--- src/rtl/busdec_pkg.sv ---
`timescale 1ns/1ps
package busdec_pkg;
    localparam int DEC_W   = 24;
    localparam int DW      = 16;
    localparam int NSEL    = 7;
    localparam int VID_SPW = 4;

    localparam logic [DEC_W-1:0] ROM_END     = 24'h400000;
    localparam logic [DEC_W-1:0] WRAM_BASE   = 24'hE00000;
    localparam logic [7:0]       COP_PAGE    = 8'hA0;
    localparam logic [DEC_W-1:0] IO_LO       = 24'hA10000;
    localparam logic [DEC_W-1:0] IO_HI       = 24'hA1001F;
    localparam logic [DEC_W-1:0] BUSREQ_ADDR = 24'hA11100;
    localparam logic [DEC_W-1:0] CPRST_ADDR  = 24'hA11200;
    localparam logic [DEC_W-1:0] VID_BASE    = 24'hC00000;
    localparam logic [DEC_W-1:0] SND_LO      = 24'hC00011;
    localparam logic [DEC_W-1:0] SND_HI      = 24'hC00017;
    localparam logic [DW-1:0]    MISS_WORD   = 16'h7DCD;
    localparam logic [DW-1:0]    MISS_BYTE   = 16'h007D;

    typedef enum logic [3:0] {
        TG_ROM    = 4'd0,
        TG_WRAM   = 4'd1,
        TG_VIDEO  = 4'd2,
        TG_SOUND  = 4'd3,
        TG_IO     = 4'd4,
        TG_COP    = 4'd5,
        TG_SRAM   = 4'd6,
        TG_BUSREQ = 4'd7,
        TG_CPRST  = 4'd8,
        TG_NONE   = 4'd9
    } tgt_e;

    typedef enum logic [1:0] {
        CP_HELD         = 2'd0,
        CP_HELD_GRANTED = 2'd1,
        CP_RUNNING      = 2'd2,
        CP_GRANTED      = 2'd3
    } cp_state_e;
endpackage

--- src/rtl/busdec_classify.sv ---
`timescale 1ns/1ps
module busdec_classify
    import busdec_pkg::*;
(
    input  logic [DEC_W-1:0] addr,
    input  logic             wr,
    input  logic             word,
    input  logic             sram_en,
    input  logic [DEC_W-1:0] sram_start,
    input  logic [DEC_W-1:0] sram_end,
    output tgt_e             cls
);
    logic byte_acc;
    logic hit_wram, hit_cop, hit_io, hit_br, hit_rs;
    logic hit_vid, hit_snd, hit_sram, hit_rom;

    assign byte_acc = !word;
    assign hit_wram = addr >= WRAM_BASE;
    assign hit_cop  = byte_acc && (addr[DEC_W-1:DEC_W-8] == COP_PAGE);
    assign hit_io   = byte_acc && (addr >= IO_LO) && (addr <= IO_HI);
    assign hit_br   = addr == BUSREQ_ADDR;
    assign hit_rs   = wr && (addr == CPRST_ADDR);
    assign hit_vid  = addr[DEC_W-1:VID_SPW] == VID_BASE[DEC_W-1:VID_SPW];
    assign hit_snd  = wr && byte_acc && addr[0] && (addr >= SND_LO) && (addr <= SND_HI);
    assign hit_sram = sram_en && byte_acc && (addr >= sram_start) && (addr < sram_end);
    assign hit_rom  = !wr && (addr < ROM_END);

    // Fixed priority chain, highest first.
    always_comb begin
        if (hit_wram)      cls = TG_WRAM;
        else if (hit_cop)  cls = TG_COP;
        else if (hit_io)   cls = TG_IO;
        else if (hit_br)   cls = TG_BUSREQ;
        else if (hit_rs)   cls = TG_CPRST;
        else if (hit_vid)  cls = TG_VIDEO;
        else if (hit_snd)  cls = TG_SOUND;
        else if (hit_sram) cls = TG_SRAM;
        else if (hit_rom)  cls = TG_ROM;
        else               cls = TG_NONE;
    end
endmodule

--- src/rtl/busdec_lanes.sv ---
`timescale 1ns/1ps
module busdec_lanes
    import busdec_pkg::*;
(
    input  tgt_e             cls,
    input  logic [DEC_W-1:0] addr,
    input  logic             word,
    input  logic [DW-1:0]    wdata,
    input  logic [DW-1:0]    tgt_rdata,
    input  logic [DEC_W-1:0] sram_start,
    input  logic             sram_alt,
    input  logic             bus_busy,
    output logic [DEC_W-1:0] tgt_addr,
    output logic [1:0]       tgt_be,
    output logic [DW-1:0]    tgt_wdata,
    output logic [DW-1:0]    rdata
);
    logic [DEC_W-1:0] sram_off;
    logic [7:0]       lane_byte;

    assign sram_off  = addr - sram_start;
    assign lane_byte = addr[0] ? tgt_rdata[7:0] : tgt_rdata[15:8];
    assign tgt_wdata = word ? wdata : {wdata[7:0], wdata[7:0]};

    always_comb begin
        tgt_addr = '0;
        tgt_be   = 2'b00;
        rdata    = word ? MISS_WORD : MISS_BYTE;
        unique case (cls)
            TG_ROM, TG_WRAM, TG_VIDEO: begin
                if (cls == TG_ROM)
                    tgt_addr = {addr[DEC_W-1:1], 1'b0};
                else if (cls == TG_WRAM)
                    tgt_addr = DEC_W'({addr[15:1], 1'b0});
                else
                    tgt_addr = DEC_W'({addr[VID_SPW-1:1], 1'b0});
                if (word || cls == TG_VIDEO) tgt_be = 2'b11;
                else                         tgt_be = addr[0] ? 2'b01 : 2'b10;
                rdata = word ? tgt_rdata : {8'h00, lane_byte};
            end
            TG_SOUND: begin
                tgt_addr = DEC_W'(addr[2:0]);
                tgt_be   = 2'b01;
            end
            TG_IO: begin
                tgt_addr = DEC_W'(addr[4:0]);
                tgt_be   = 2'b01;
                rdata    = {8'h00, tgt_rdata[7:0]};
            end
            TG_COP: begin
                tgt_addr = DEC_W'(addr[14:0]);
                tgt_be   = 2'b01;
                rdata    = {8'h00, tgt_rdata[7:0]};
            end
            TG_SRAM: begin
                tgt_addr = sram_alt ? {1'b0, sram_off[DEC_W-1:1]} : sram_off;
                tgt_be   = 2'b01;
                rdata    = {8'h00, tgt_rdata[7:0]};
            end
            TG_BUSREQ: rdata = word ? {7'h00, bus_busy, 8'h00} : {15'h0000, bus_busy};
            TG_CPRST, TG_NONE: ;
            default: ;
        endcase
    end
endmodule

--- src/rtl/busdec_cpctl.sv ---
`timescale 1ns/1ps
module busdec_cpctl
    import busdec_pkg::*;
(
    input  logic clk,
    input  logic rst_n,
    input  logic br_wr,
    input  logic rs_wr,
    input  logic ctl_bit,
    output logic cp_busreq,
    output logic cp_reset,
    output logic soft_rst,
    output logic bus_busy
);
    cp_state_e st_q, st_d;
    logic      held, grant;

    // State register.
    always_ff @(posedge clk) begin
        if (!rst_n) begin
            st_q     <= CP_HELD;
            soft_rst <= 1'b0;
        end else begin
            st_q     <= st_d;
            soft_rst <= rs_wr && !ctl_bit;
        end
    end

    // Next state: grant_write moves the request axis, reset_write the reset axis.
    always_comb begin
        held  = 1'b1;
        grant = 1'b0;
        unique case (st_q)
            CP_HELD:         begin held = 1'b1; grant = 1'b0; end
            CP_HELD_GRANTED: begin held = 1'b1; grant = 1'b1; end
            CP_RUNNING:      begin held = 1'b0; grant = 1'b0; end
            CP_GRANTED:      begin held = 1'b0; grant = 1'b1; end
            default: ;
        endcase
        if (br_wr) grant = ctl_bit;
        if (rs_wr) held  = !ctl_bit;
        if (held) st_d = grant ? CP_HELD_GRANTED : CP_HELD;
        else      st_d = grant ? CP_GRANTED : CP_RUNNING;
    end

    // Outputs from state.
    always_comb begin
        cp_busreq = 1'b0;
        cp_reset  = 1'b1;
        bus_busy  = 1'b1;
        unique case (st_q)
            CP_HELD:         begin cp_busreq = 1'b0; cp_reset = 1'b1; end
            CP_HELD_GRANTED: begin cp_busreq = 1'b1; cp_reset = 1'b1; end
            CP_RUNNING:      begin cp_busreq = 1'b0; cp_reset = 1'b0; end
            CP_GRANTED:      begin cp_busreq = 1'b1; cp_reset = 1'b0; bus_busy = 1'b0; end
            default: ;
        endcase
    end

    a_r8_grant_follows: assert property (@(posedge clk) disable iff (!rst_n)
        br_wr |=> (cp_busreq == $past(ctl_bit)));
    a_r9_soft_follows: assert property (@(posedge clk) disable iff (!rst_n)
        (rs_wr && !ctl_bit) |=> (soft_rst && cp_reset));
    a_r9_soft_in_reset: assert property (@(posedge clk) disable iff (!rst_n)
        soft_rst |-> cp_reset);
    a_r9_release: assert property (@(posedge clk) disable iff (!rst_n)
        (rs_wr && ctl_bit) |=> !cp_reset);
endmodule

--- src/rtl/main_bus_decoder.sv ---
`timescale 1ns/1ps
module main_bus_decoder
    import busdec_pkg::*;
#(
    parameter int IN_AW = 32
) (
    input  logic             clk,
    input  logic             rst_n,
    input  logic             req_valid,
    input  logic             req_write,
    input  logic             req_word,
    input  logic [IN_AW-1:0] req_addr,
    input  logic [DW-1:0]    req_wdata,
    output logic [DW-1:0]    req_rdata,
    input  logic             sram_en,
    input  logic             sram_alt,
    input  logic [DEC_W-1:0] sram_start,
    input  logic [DEC_W-1:0] sram_end,
    output logic [NSEL-1:0]  tgt_sel,
    output logic [DEC_W-1:0] tgt_addr,
    output logic             tgt_we,
    output logic [1:0]       tgt_be,
    output logic [DW-1:0]    tgt_wdata,
    input  logic [DW-1:0]    tgt_rdata,
    output logic             bus_err,
    output logic             sram_dirty,
    output logic             cp_busreq,
    output logic             cp_reset,
    output logic             cp_soft_rst
);
    logic [DEC_W-1:0] addr_eff;
    logic             unused_hi;
    tgt_e             cls;
    logic             ctl_bit, br_wr, rs_wr, bus_busy;

    assign unused_hi = ^req_addr[IN_AW-1:DEC_W];
    assign addr_eff  = req_word ? {req_addr[DEC_W-1:1], 1'b0} : req_addr[DEC_W-1:0];
    assign ctl_bit   = req_word ? req_wdata[8] : req_wdata[0];
    assign br_wr     = req_valid && req_write && (cls == TG_BUSREQ);
    assign rs_wr     = req_valid && req_write && (cls == TG_CPRST);

    busdec_classify u_cls (
        .addr(addr_eff), .wr(req_write), .word(req_word),
        .sram_en(sram_en), .sram_start(sram_start), .sram_end(sram_end),
        .cls(cls)
    );

    busdec_lanes u_lanes (
        .cls(cls), .addr(addr_eff), .word(req_word), .wdata(req_wdata),
        .tgt_rdata(tgt_rdata), .sram_start(sram_start), .sram_alt(sram_alt),
        .bus_busy(bus_busy), .tgt_addr(tgt_addr), .tgt_be(tgt_be),
        .tgt_wdata(tgt_wdata), .rdata(req_rdata)
    );

    busdec_cpctl u_cp (
        .clk(clk), .rst_n(rst_n), .br_wr(br_wr), .rs_wr(rs_wr), .ctl_bit(ctl_bit),
        .cp_busreq(cp_busreq), .cp_reset(cp_reset), .soft_rst(cp_soft_rst),
        .bus_busy(bus_busy)
    );

    for (genvar gi = 0; gi < NSEL; gi++) begin : g_sel
        assign tgt_sel[gi] = req_valid && (cls == tgt_e'(4'(gi)));
    end

    assign tgt_we = req_valid && req_write && (cls <= TG_SRAM);

    always_ff @(posedge clk) begin
        if (!rst_n) begin
            bus_err    <= 1'b0;
            sram_dirty <= 1'b0;
        end else begin
            bus_err <= req_valid && (cls == TG_NONE);
            if (req_valid && req_write && (cls == TG_SRAM)) sram_dirty <= 1'b1;
        end
    end

    a_r12_err_follows: assert property (@(posedge clk) disable iff (!rst_n)
        (req_valid && !tgt_we && (tgt_sel == '0) && !(cls == TG_BUSREQ) && !(cls == TG_CPRST)) |=> bus_err);
    a_r10_dirty_sticky: assert property (@(posedge clk) disable iff (!rst_n)
        sram_dirty |=> sram_dirty);
    a_r10_dirty_set: assert property (@(posedge clk) disable iff (!rst_n)
        (tgt_we && tgt_sel[TG_SRAM]) |=> sram_dirty);
    a_r2_we_has_sel: assert property (@(posedge clk) disable iff (!rst_n)
        tgt_we |-> ($onehot(tgt_sel) && req_write));
    a_r12_err_no_sel: assert property (@(posedge clk) disable iff (!rst_n)
        (req_valid && bus_busy && tgt_sel == '0 && !req_write && !req_word && cls == TG_NONE)
        |-> (req_rdata == MISS_BYTE));
endmodule

--- config.mk ---
export PLATFORM = sky130hd
export DESIGN_NAME = main_bus_decoder
export DESIGN_NICKNAME = d
export VERILOG_FILES = /design/src/rtl/busdec_pkg.sv /design/src/rtl/busdec_classify.sv /design/src/rtl/busdec_lanes.sv /design/src/rtl/busdec_cpctl.sv /design/src/rtl/main_bus_decoder.sv
export SDC_FILE = /design/constraint.sdc
export NUM_CORES = 1
export LEC_CHECK = 0
export CORE_MARGIN = 2
export CORE_UTILIZATION = 44
export DETAILED_ROUTE_END_ITERATION = 12
export GPL_ROUTABILITY_DRIVEN = 0
export MAX_ROUTING_LAYER = met4
export PLACE_DENSITY = 0.92
export SETUP_SLACK_MARGIN = 0.3
export SLEW_MARGIN = 20
export SYNTH_ARGS = -nofsm -noshare
export SYNTH_HDL_FRONTEND = slang
export SYNTH_SLANG_ARGS = --single-unit
--- constraint.sdc ---
create_clock -name clk -period 11 [get_ports clk]
set_clock_uncertainty 0.2 [all_clocks]
set_input_delay 1.65 -clock clk [delete_from_list [all_inputs] [get_ports clk]]
set_output_delay 1.65 -clock clk [all_outputs]
set_load 0.01 [all_outputs]
==> results.md, run 1 <==
- The flow ran to the end, and the final reports show no timing, DRC or antenna violations.
- The detailed-route via count is ~4600.
- Clock tree synthesis selected as its root buffer the cell sky130_fd_sc_hd__clkbuf_8.
- The portion of total power attributed to sequential cells is about 6.2%.
- The area of the die is approximately 8800 sq um.
- The cell count after synthesis is 522.
- Buffers placed on the I/O ports in this run total 181.
- The count of hold buffers inserted by post-cts repair is 0.
- Internal power comes to between 0.00015 and 0.0002 W.
- The number of hold violations in the final report is 0.
- Among all cell types in the netlist, the one instantiated most often is sky130_fd_sc_hd__inv_1.
- The initial antenna violation count was 0.
- The average size of a mapped cell is 6.76 sq um.
- The initial core utilization is between 40% and 50%.
- The synthesized design contains 0 enable-type register cells.
- The routed via count divided by cell count is between 5 and 6.
- The count of pins on the block boundary is 190.
- Setup slack closes at between 1500 and 2000 ps.
- The number of buffers and inverters on the critical path is 4.
- The largest voltage drop on the vdd net is approximately 0.066 mV.
- The post-placement cell area is roughly 5300 sq um.
- The post-route netlist has roughly 3.8% of its cells at a drive strength greater than 1.
- For this run, the detailed router's first-pass iteration total came to 5.
- After clock tree synthesis, the setup repair step added 0 buffers.
- The number of global-route vias before repair came to 4383.
- The cell row count is 32.
- From left edge to right edge, the die measures 93.6 um.
- Yosys mapped the design onto 73 distinct sky130hd cell types.
- Summed over all nets, the switching power comes to 0.000133 W.
- The final-report max-slew violation count is 0.
- The biggest area contributor in the post-synthesis netlist is sky130_fd_sc_hd__ha_1.
- In the synthesized netlist the dominant register cell turns out to be sky130_fd_sc_hd__dfxtp_1.
- The largest individual stage delay along the critical path comes from the cell sky130_fd_sc_hd__clkdlybuf4s50_1.
- The total global-route track usage is a little under 30%.
- The sink count of the clock tree is 5.
- Compared with the post-synthesis result, the final layout area differs by 52.1%.
- The required time reported for the critical path endpoint is 9150 ps.
- The region available for standard cell placement spans between 7000 and 8000 sq um.
- In this run, the clock network consumes approximately an eighth of the power.
- The antenna violation net count after detailed routing is 0.
- Of all nets on the critical path, the largest fanout is 25.
- Across the run, the number of max-cap violations was 0.
- Net switching is between 40% and 50% of the power.
- During synthesis, Yosys emitted a total of 0 warnings.
- The mapped netlist covers about 3500 sq um.
- The area of all placed cells without fillers is 5370 sq um.
- The number of clock buffers added by TritonCTS is 3.
- In this design, the largest share of critical-path delay is due to buffers and inverters.
- The post-layout minimum cycle time is about 9300 ps.
- For the worst setup path, the data arrival time is around 7400 ps.
- For this run the aggregate overflow at the end of global routing stands at 0.
- The count of antenna diodes in the layout is 0.
- The final setup violation count is 0.
- The routed design has around 13000 um of wire.
- In this design, the stage delay of the slowest critical-path cell is approximately 1100 ps.
- In the post-synthesis netlist, the biggest area contributors are sky130_fd_sc_hd__ha_1 (17%), sky130_fd_sc_hd__inv_1 (6.9%), sky130_fd_sc_hd__a21oi_1 (6.7%).
- The type of element capturing the critical path is an output port.
- Ranked by instance count, the synthesized netlist is headed by sky130_fd_sc_hd__inv_1 (65), sky130_fd_sc_hd__a21oi_1 (47), sky130_fd_sc_hd__ha_1 (47), sky130_fd_sc_hd__nor2_1 (40), sky130_fd_sc_hd__nand2_1 (33).
- Power spread over the standard cell area amounts to approximately 56 nW/um^2.
- The fraction of the yosys area taken by sequential cells is 2.83%.
- The first global-routing pass estimated just over 20000 um of wire.
- The clock tree buffer depth is 2.
- In this run, synthesis produced a sequential element count of 5.
- Before CTS, the worst setup slack after placement is roughly 1900 ps.
- The post-layout total power is about 0.00030 W.
- TritonCTS built the clock tree.
- For this run, asynchronously set or reset flops after synthesis account for 0%.
- The number of design-rule violations left by the first detailed-router iteration is 295.
- Gates resized during post-CTS repair numbered 0.
- The critical path in this run is classified as input port to output port.
- Traced cell by cell, the critical path runs through clkdlybuf4s50_1, nor2b_1, inv_1, ha_1, inv_1, fa_1, a21o_1, a221oi_1, o31a_1, and4_4, o21ai_1, and3_1, a211oi_2, or3_1, o21ai_0, clkdlybuf4s50_1.
- The analysis attributes to cell leakage a power of between 2 and 2.5 nW.
- For the pin with the worst max-slew slack, the measured transition is around 950 ps.
- In the final timing run, aggregate negative setup slack is 0 ps.
- The path class of the tightest hold or removal check is flip-flop to flip-flop.
- The placed wire-length estimate after detailed placement is about 11000 um.
- The part of the cycle the worst path needs is 84.1%.
- After detailed routing, the average wire length per cell comes to 16.7 um.
- The pin count of the biggest net entering global routing is 27.
- The synthesized design devotes to its leading area cell type 16.7% of total area.
- The post-synthesis net count is approximately 690.
- The insertion delay of the later-clocked pin in the worst-skew pair is 230 ps.
- The residual DRC count is 0.
- The launching element type of the critical path is an input port.
- The headroom to the max-slew limit is roughly 37%.
- Setup repair after global routing left no endpoint under its margin.
- The vertical extent of the die is a little over 90 um.
- The clock slew seen by the registers of the worst setup and hold paths is 30 ps.
- The part of the power in combinational logic is about 80%.
- In the final design database the tool counted 848 nets.
- Hold is met by 282 ps.
- The timing-limited maximum frequency is between 100 and 150 MHz.
- CTS built an H-tree with a depth of 1.
## routing by layer
layer | track usage (%) | vias to the layer above | wire length [um]
met2 | 50.7 | 228 | 6380
met5 | - | - | 0
met4 | 7.61 | 0 | 338
met1 | 36.4 | 2124 | 5510
li1 | - | 2233 | -
met3 | 2.66 | 37 | 852
## power by group through the flow
stage               Clock [W]  Sequential [W]  Combinational [W]
finish              0.0000361       0.0000188           0.000246
CTS                 0.0000367       0.0000188           0.000243
global route        0.0000369       0.0000188           0.000268
floorplan                   0       0.0000192           0.000139
detailed placement          0       0.0000191           0.000242
global placement            0       0.0000190           0.000234
## cell families (layout without fill, tap and decap cells)
kind of cell | Yosys count | count (layout) | share of synthesized area [%]
simple gates | 175 | 175 | 26.6
compound gates | 160 | 160 | 30.9
buf+inv | 94 | 252 | 11.5
fa+ha+maj | 48 | 48 | 17.2
xor+xnor | 20 | 20 | 4.96
mux | 20 | 20 | 5.95
flops | 5 | 5 | 2.83
## final timing paths
kind / from / to / slack (ps) / cells after the start
min: u_cp.st_q[1]$_SDFF_PN0_ / u_cp.st_q[1]$_SDFF_PN0_ / 280 / 2
min reg2reg: u_cp.st_q[1]$_SDFF_PN0_ / u_cp.st_q[1]$_SDFF_PN0_ / 280 / 2
max: req_word / tgt_addr[16] / 1750 / 16
max reg2reg: u_cp.st_q[0]$_SDFF_PN0_ / u_cp.st_q[0]$_SDFF_PN0_ / 10110 / 2
## worst reg2reg max path, cell delays in order, from the launching register on
cell                      delay, ps
sky130_fd_sc_hd__dfxtp_1        380
sky130_fd_sc_hd__nor2_1          70
sky130_fd_sc_hd__nor3_1         160
## sequential cells by signal, indices dropped and copies added (netlist names)
name and count:
u_cp.st_q 2, u_cp.soft_rst 1, bus_err 1, sram_dirty 1
## cells in the final DEF (no fill, tap or decap), drive strengths merged, types with 10 or more instances in the layout
cell and count:
o2bb2ai 15, nand2 33, a21oi 47, clkdlybuf4s50 181, ha 47, nor3 19, o21ai 26, inv 65
xnor2 13, mux2i 12, nor4 10, a21o 10, nand3 12, nor2b 12, nor2 41
## metrics by stage
step                      utilization, %  std cells
after global placement              68.5        778
after CTS                           69.1        782
after floorplan                        -        522
after global routing                69.1        782
after detailed placement            68.5        778
final                               69.1        782
## cell type report
cell class | instances | area [sq um]
Timing Repair Buffer | 183 | 1830
Inverter | 65 | 244
Fill cell | 630 | 2400
Multi-Input combinational cell | 423 | 3030
Clock buffer | 4 | 45.0
Tap cell | 102 | 128
Sequential cell | 5 | 100
(Power assumes the default switching activity.)
==> run 2: changes to the inputs <==
--- a/config.mk
+++ b/config.mk
@@ -6,11 +6,11 @@
 export NUM_CORES = 1
 export LEC_CHECK = 0
 export CORE_MARGIN = 2
-export CORE_UTILIZATION = 44
+export CORE_UTILIZATION = 37
 export DETAILED_ROUTE_END_ITERATION = 12
 export GPL_ROUTABILITY_DRIVEN = 0
 export MAX_ROUTING_LAYER = met4
-export PLACE_DENSITY = 0.92
+export PLACE_DENSITY = 0.83
 export SETUP_SLACK_MARGIN = 0.3
 export SLEW_MARGIN = 20
 export SYNTH_ARGS = -nofsm -noshare
==> constraint.sdc (replaced) <==
create_clock -name clk -period 8 [get_ports clk]
set_clock_uncertainty 0.2 [all_clocks]
set_input_delay 1.2 -clock clk [delete_from_list [all_inputs] [get_ports clk]]
set_output_delay 1.2 -clock clk [all_outputs]
set_load 0.01 [all_outputs]
==> run 2 against run 1 <==
Clock power increased by 31%. Non-clock buffer count rose by 6. Setup slack worse by 960 ps. Critical path depth grew 1. Sequential share of layout area hardly changed. Total power is 38% higher. First-iteration DRC count down 10%. Largest cell class unchanged. Largest power group unchanged.
==> results.md, run 2 (synthesized netlist as in run 1, its figures left out) <==
- Result of the run: complete, no violations (unchanged).
- The register-to-register path setup slack is 7140 ps (was 10110 ps).
- The number of global-route vias before repair is 4498 (was 4383).
- The count of max-cap constraint violations was 0 (unchanged).
- The instance count on the critical path came to 17 (was 16).
- The routed via count divided by cell count is 5.68 (was 5.91).
- The path class of the lowest-slack min-delay path was flip-flop to flip-flop (unchanged).
- The fill cell total of the finished layout is 848 (was 630).
- The critical path start-end classification is input port to output port (unchanged).
- The fraction of met3 tracks used by global routing was 2.21% (was 2.66%).
- The required time reported for the critical path endpoint is 6600 ps (was 9150 ps).
- The kind of cell adding the most delay to the critical path is compound AO/OA/AOI/OAI gates (was buffers and inverters).
- The flip-flop count of the largest register, all copies and words added is 2 (unchanged).
- The core footprint is 9240 sq um (was 7770 sq um).
- The final setup violation count was 0 (unchanged).
- The setup TNS after final layout is 0 ps (unchanged).
- The master of the slowest instance on the critical path is sky130_fd_sc_hd__clkdlybuf4s50_1 (unchanged).
- The area of the die came to 10300 sq um (was 8760 sq um).
- The cell row count is 35 (was 32).
- The global routing usage on met2 is 43.4% (was 50.7%).
- The final routed wire length divided by cell count was 16.7 um (about the same).
- The count of pins on the block boundary is 190 (unchanged).
- Setup repair after global routing missed its margin: no (unchanged).
- Most frequent cells in the layout: sky130_fd_sc_hd__clkdlybuf4s50_1 (180), sky130_fd_sc_hd__inv_1 (65), sky130_fd_sc_hd__a21oi_1 (47), sky130_fd_sc_hd__ha_1 (47), sky130_fd_sc_hd__nor2_1 (40) (was sky130_fd_sc_hd__clkdlybuf4s50_1 (181), sky130_fd_sc_hd__inv_1 (65), sky130_fd_sc_hd__a21oi_1 (47), sky130_fd_sc_hd__ha_1 (47), sky130_fd_sc_hd__nor2_1 (40)).
- The footprint of the flip-flops and latches is 100 sq um (unchanged).
- The clock slew seen by the registers of the worst setup and hold paths is 40 ps (was 30 ps).
- The slew at the pin with the worst max-slew slack is 748 ps (was 952 ps).
- The maximum fanout along the worst path is 11 (was 25).
- The final-report max-slew violation count was 0 (unchanged).
- The buffer type at the clock tree root was sky130_fd_sc_hd__clkbuf_8 (unchanged).
- The pin count of the biggest net entering global routing is 27 (unchanged).
- The met1 track demand over resource is 32.7% (was 36.4%).
- The post-layout total power was 0.000415 W (was 0.000301 W).
- The number of buffers and inverters on the critical path is 5 (was 4).
- The source of the critical timing path is req_addr[0] (was req_word).
- The number of hold violations in the final report is 0 (unchanged).
- The number of H-tree levels is 1 (unchanged).
- The busiest metal layer after global routing is met2 (unchanged).
- The total congestion overflow is 0 (unchanged).
- The vertical extent of the die came to 102 um (was 93.6 um).
- The count of antenna diodes in the layout came to 0 (unchanged).
- The logic depth of the worst register-to-register path is 2 (unchanged).
- The horizontal extent of the die is 102 um (was 93.6 um).
- The buffers inserted during post-CTS setup optimization is 0 (unchanged).
- The antenna violation net count after detailed routing was 0 (unchanged).
- The endpoint arrival time on the critical path is 5820 ps (was 7400 ps).
- The residual DRC count was 0 (unchanged).
- The largest voltage drop on the vdd net is 0.0565 mV (was 0.0657 mV).
- The detailed-route via count is 4632 (was 4622).
- The hold path startpoint is sram_dirty$_SDFFE_PN0P_ (was u_cp.st_q[1]$_SDFF_PN0_).
- The clock tree buffer depth is 2 (unchanged).
- The leakage power is 2.32 nW (was 2.29 nW).
- The growth of design area from synthesis to finish was 54.3% (was 52.1%).
- The first-pass GRT wire length is 21100 um (was 20500 um).
- The number of CTS-inserted buffers came to 3 (unchanged).
- The end point of the critical path is req_rdata[0] (was tgt_addr[16]).
- The capture point of the worst reg-to-reg path is u_cp.st_q[1]$_SDFF_PN0_ (was u_cp.st_q[0]$_SDFF_PN0_).
- The reg-to-reg startpoint is u_cp.st_q[1]$_SDFF_PN0_ (was u_cp.st_q[0]$_SDFF_PN0_).
- The total global-route track usage is 25.5% (was 29.2%).
- The total wirelength of the detailed-routed design is 13600 um (was 13100 um).
- The core occupancy in the finished layout is 59.0% (was 69.1%).
- The biggest cell delay along the critical path is 560 ps (was 1060 ps).
- The sink count of the clock tree is 5 (unchanged).
- The number of buffer cells added on primary ports is 181 (unchanged).
- The area of combinational cells with multiple inputs came to 3030 sq um (about the same).
- The power density relative to cell area was 76.1 nW/um^2 (was 56.1 nW/um^2).
- Static timing analysis puts the maximum clock frequency at between 100 and 150 MHz.
- The fraction of final layout cells with drive strength greater than 1 was 4.96% (was 3.82%).
- The area of all placed cells without fillers is 5450 sq um (was 5370 sq um).
- The part of the cycle the worst path needs is approximately 90%.
- CP Cell Sequence: clkdlybuf4s50_1, nor2b_1, inv_1, ha_1, inv_1, fa_1, a21o_1, a221oi_1, o31a_1, and4_4, o21a_4, nor2_1, a32oi_1, buf_4, nor3b_2, a221o_1, clkdlybuf4s50_1 (was clkdlybuf4s50_1, nor2b_1, inv_1, ha_1, inv_1, fa_1, a21o_1, a221oi_1, o31a_1, and4_4, o21ai_1, and3_1, a211oi_2, or3_1, o21ai_0, clkdlybuf4s50_1).
- The insertion delay of the later-clocked pin in the worst-skew pair is 220 ps (was 230 ps).
- The most frequent standard cell in the layout excluding fill and tap cells was sky130_fd_sc_hd__clkdlybuf4s50_1 (unchanged).
- The number of design-rule violations left by the first detailed-router iteration is 265 (was 295).
- The launching element type of the critical path is an input port (unchanged).
- The iteration count of the initial detailed-routing pass is 5 (unchanged).
- The placed wire-length estimate after detailed placement is 11300 um (was 10700 um).
- The post-layout net count is 854 (was 848).
- The CTS tree is built (unchanged).
- The headroom to the max-slew limit is 50.1% (was 36.5%).
- The post-layout minimum cycle time is 7220 ps.
- The worst hold-check slack is 265 ps (was 282 ps).
- The initial core utilization came to 38.2% (was 45.5%).
- The register bank with the most flops is u_cp.st_q (unchanged).
- The initial antenna violation count is 0 (unchanged).
- The type of element capturing the critical path is an output port (unchanged).
- The post-placement cell area is 5400 sq um (was 5320 sq um).
==> run 2: worst min-delay path: stages, from the launching register on <==
cell	delay, ps
sky130_fd_sc_hd__dfxtp_1	320
sky130_fd_sc_hd__nand2_1	50
sky130_fd_sc_hd__o31ai_1	60
==> run 2: layout make-up <==
| class | instances | area share, % |
|---|---|---|
| multi-input combinational | 423 | 55.6 |
| timing repair buffer | 189 | 34.3 |
| inverter | 65 | 4.48 |
| tap | 129 | 2.96 |
| sequential | 5 | 1.84 |
| clock buffer | 4 | 0.827 |
==> run 2: how the worst min path moves through the flow <==
stage	slack (ps)	end	cells past startpoint
final	270	sram_dirty$_SDFFE_PN0P_	2
after global routing	300	sram_dirty$_SDFFE_PN0P_	2
after CTS	270	sram_dirty$_SDFFE_PN0P_	2
after detailed placement	260	sram_dirty$_SDFFE_PN0P_	2
after global placement	240	sram_dirty$_SDFFE_PN0P_	2
after floorplan	280	sram_dirty$_SDFFE_PN0P_	2
==> run 2: timing repair <==
item | in CTS | in global routing
resized for setup | 0 | 1
hold buffers | 0 | 0
setup endpoints to repair | 0 | 1
==> run 2: metrics by stage <==
step | worst slack [ps] | instances
after floorplan | 2350 | 522
after global placement | 787 | 811
after detailed placement | 729 | 811
after CTS | 707 | 815
after global routing | 463 | 815
final | 781 | 815
==> run 2: power by group <==
part	switching, W	leakage, nW	internal [W]
combinational	0.000169	2.26	0.000173
sequential	0.000000174	0.0405	0.0000256
clock	0.0000130	0.0228	0.0000343
total	0.000182	2.32	0.000232
==> run 2: metal layers <==
layer,wire [um],vias up
met2,6720,212
met5,0,-
li1,-,2240
met4,229,0
met3,833,28
met1,5840,2152
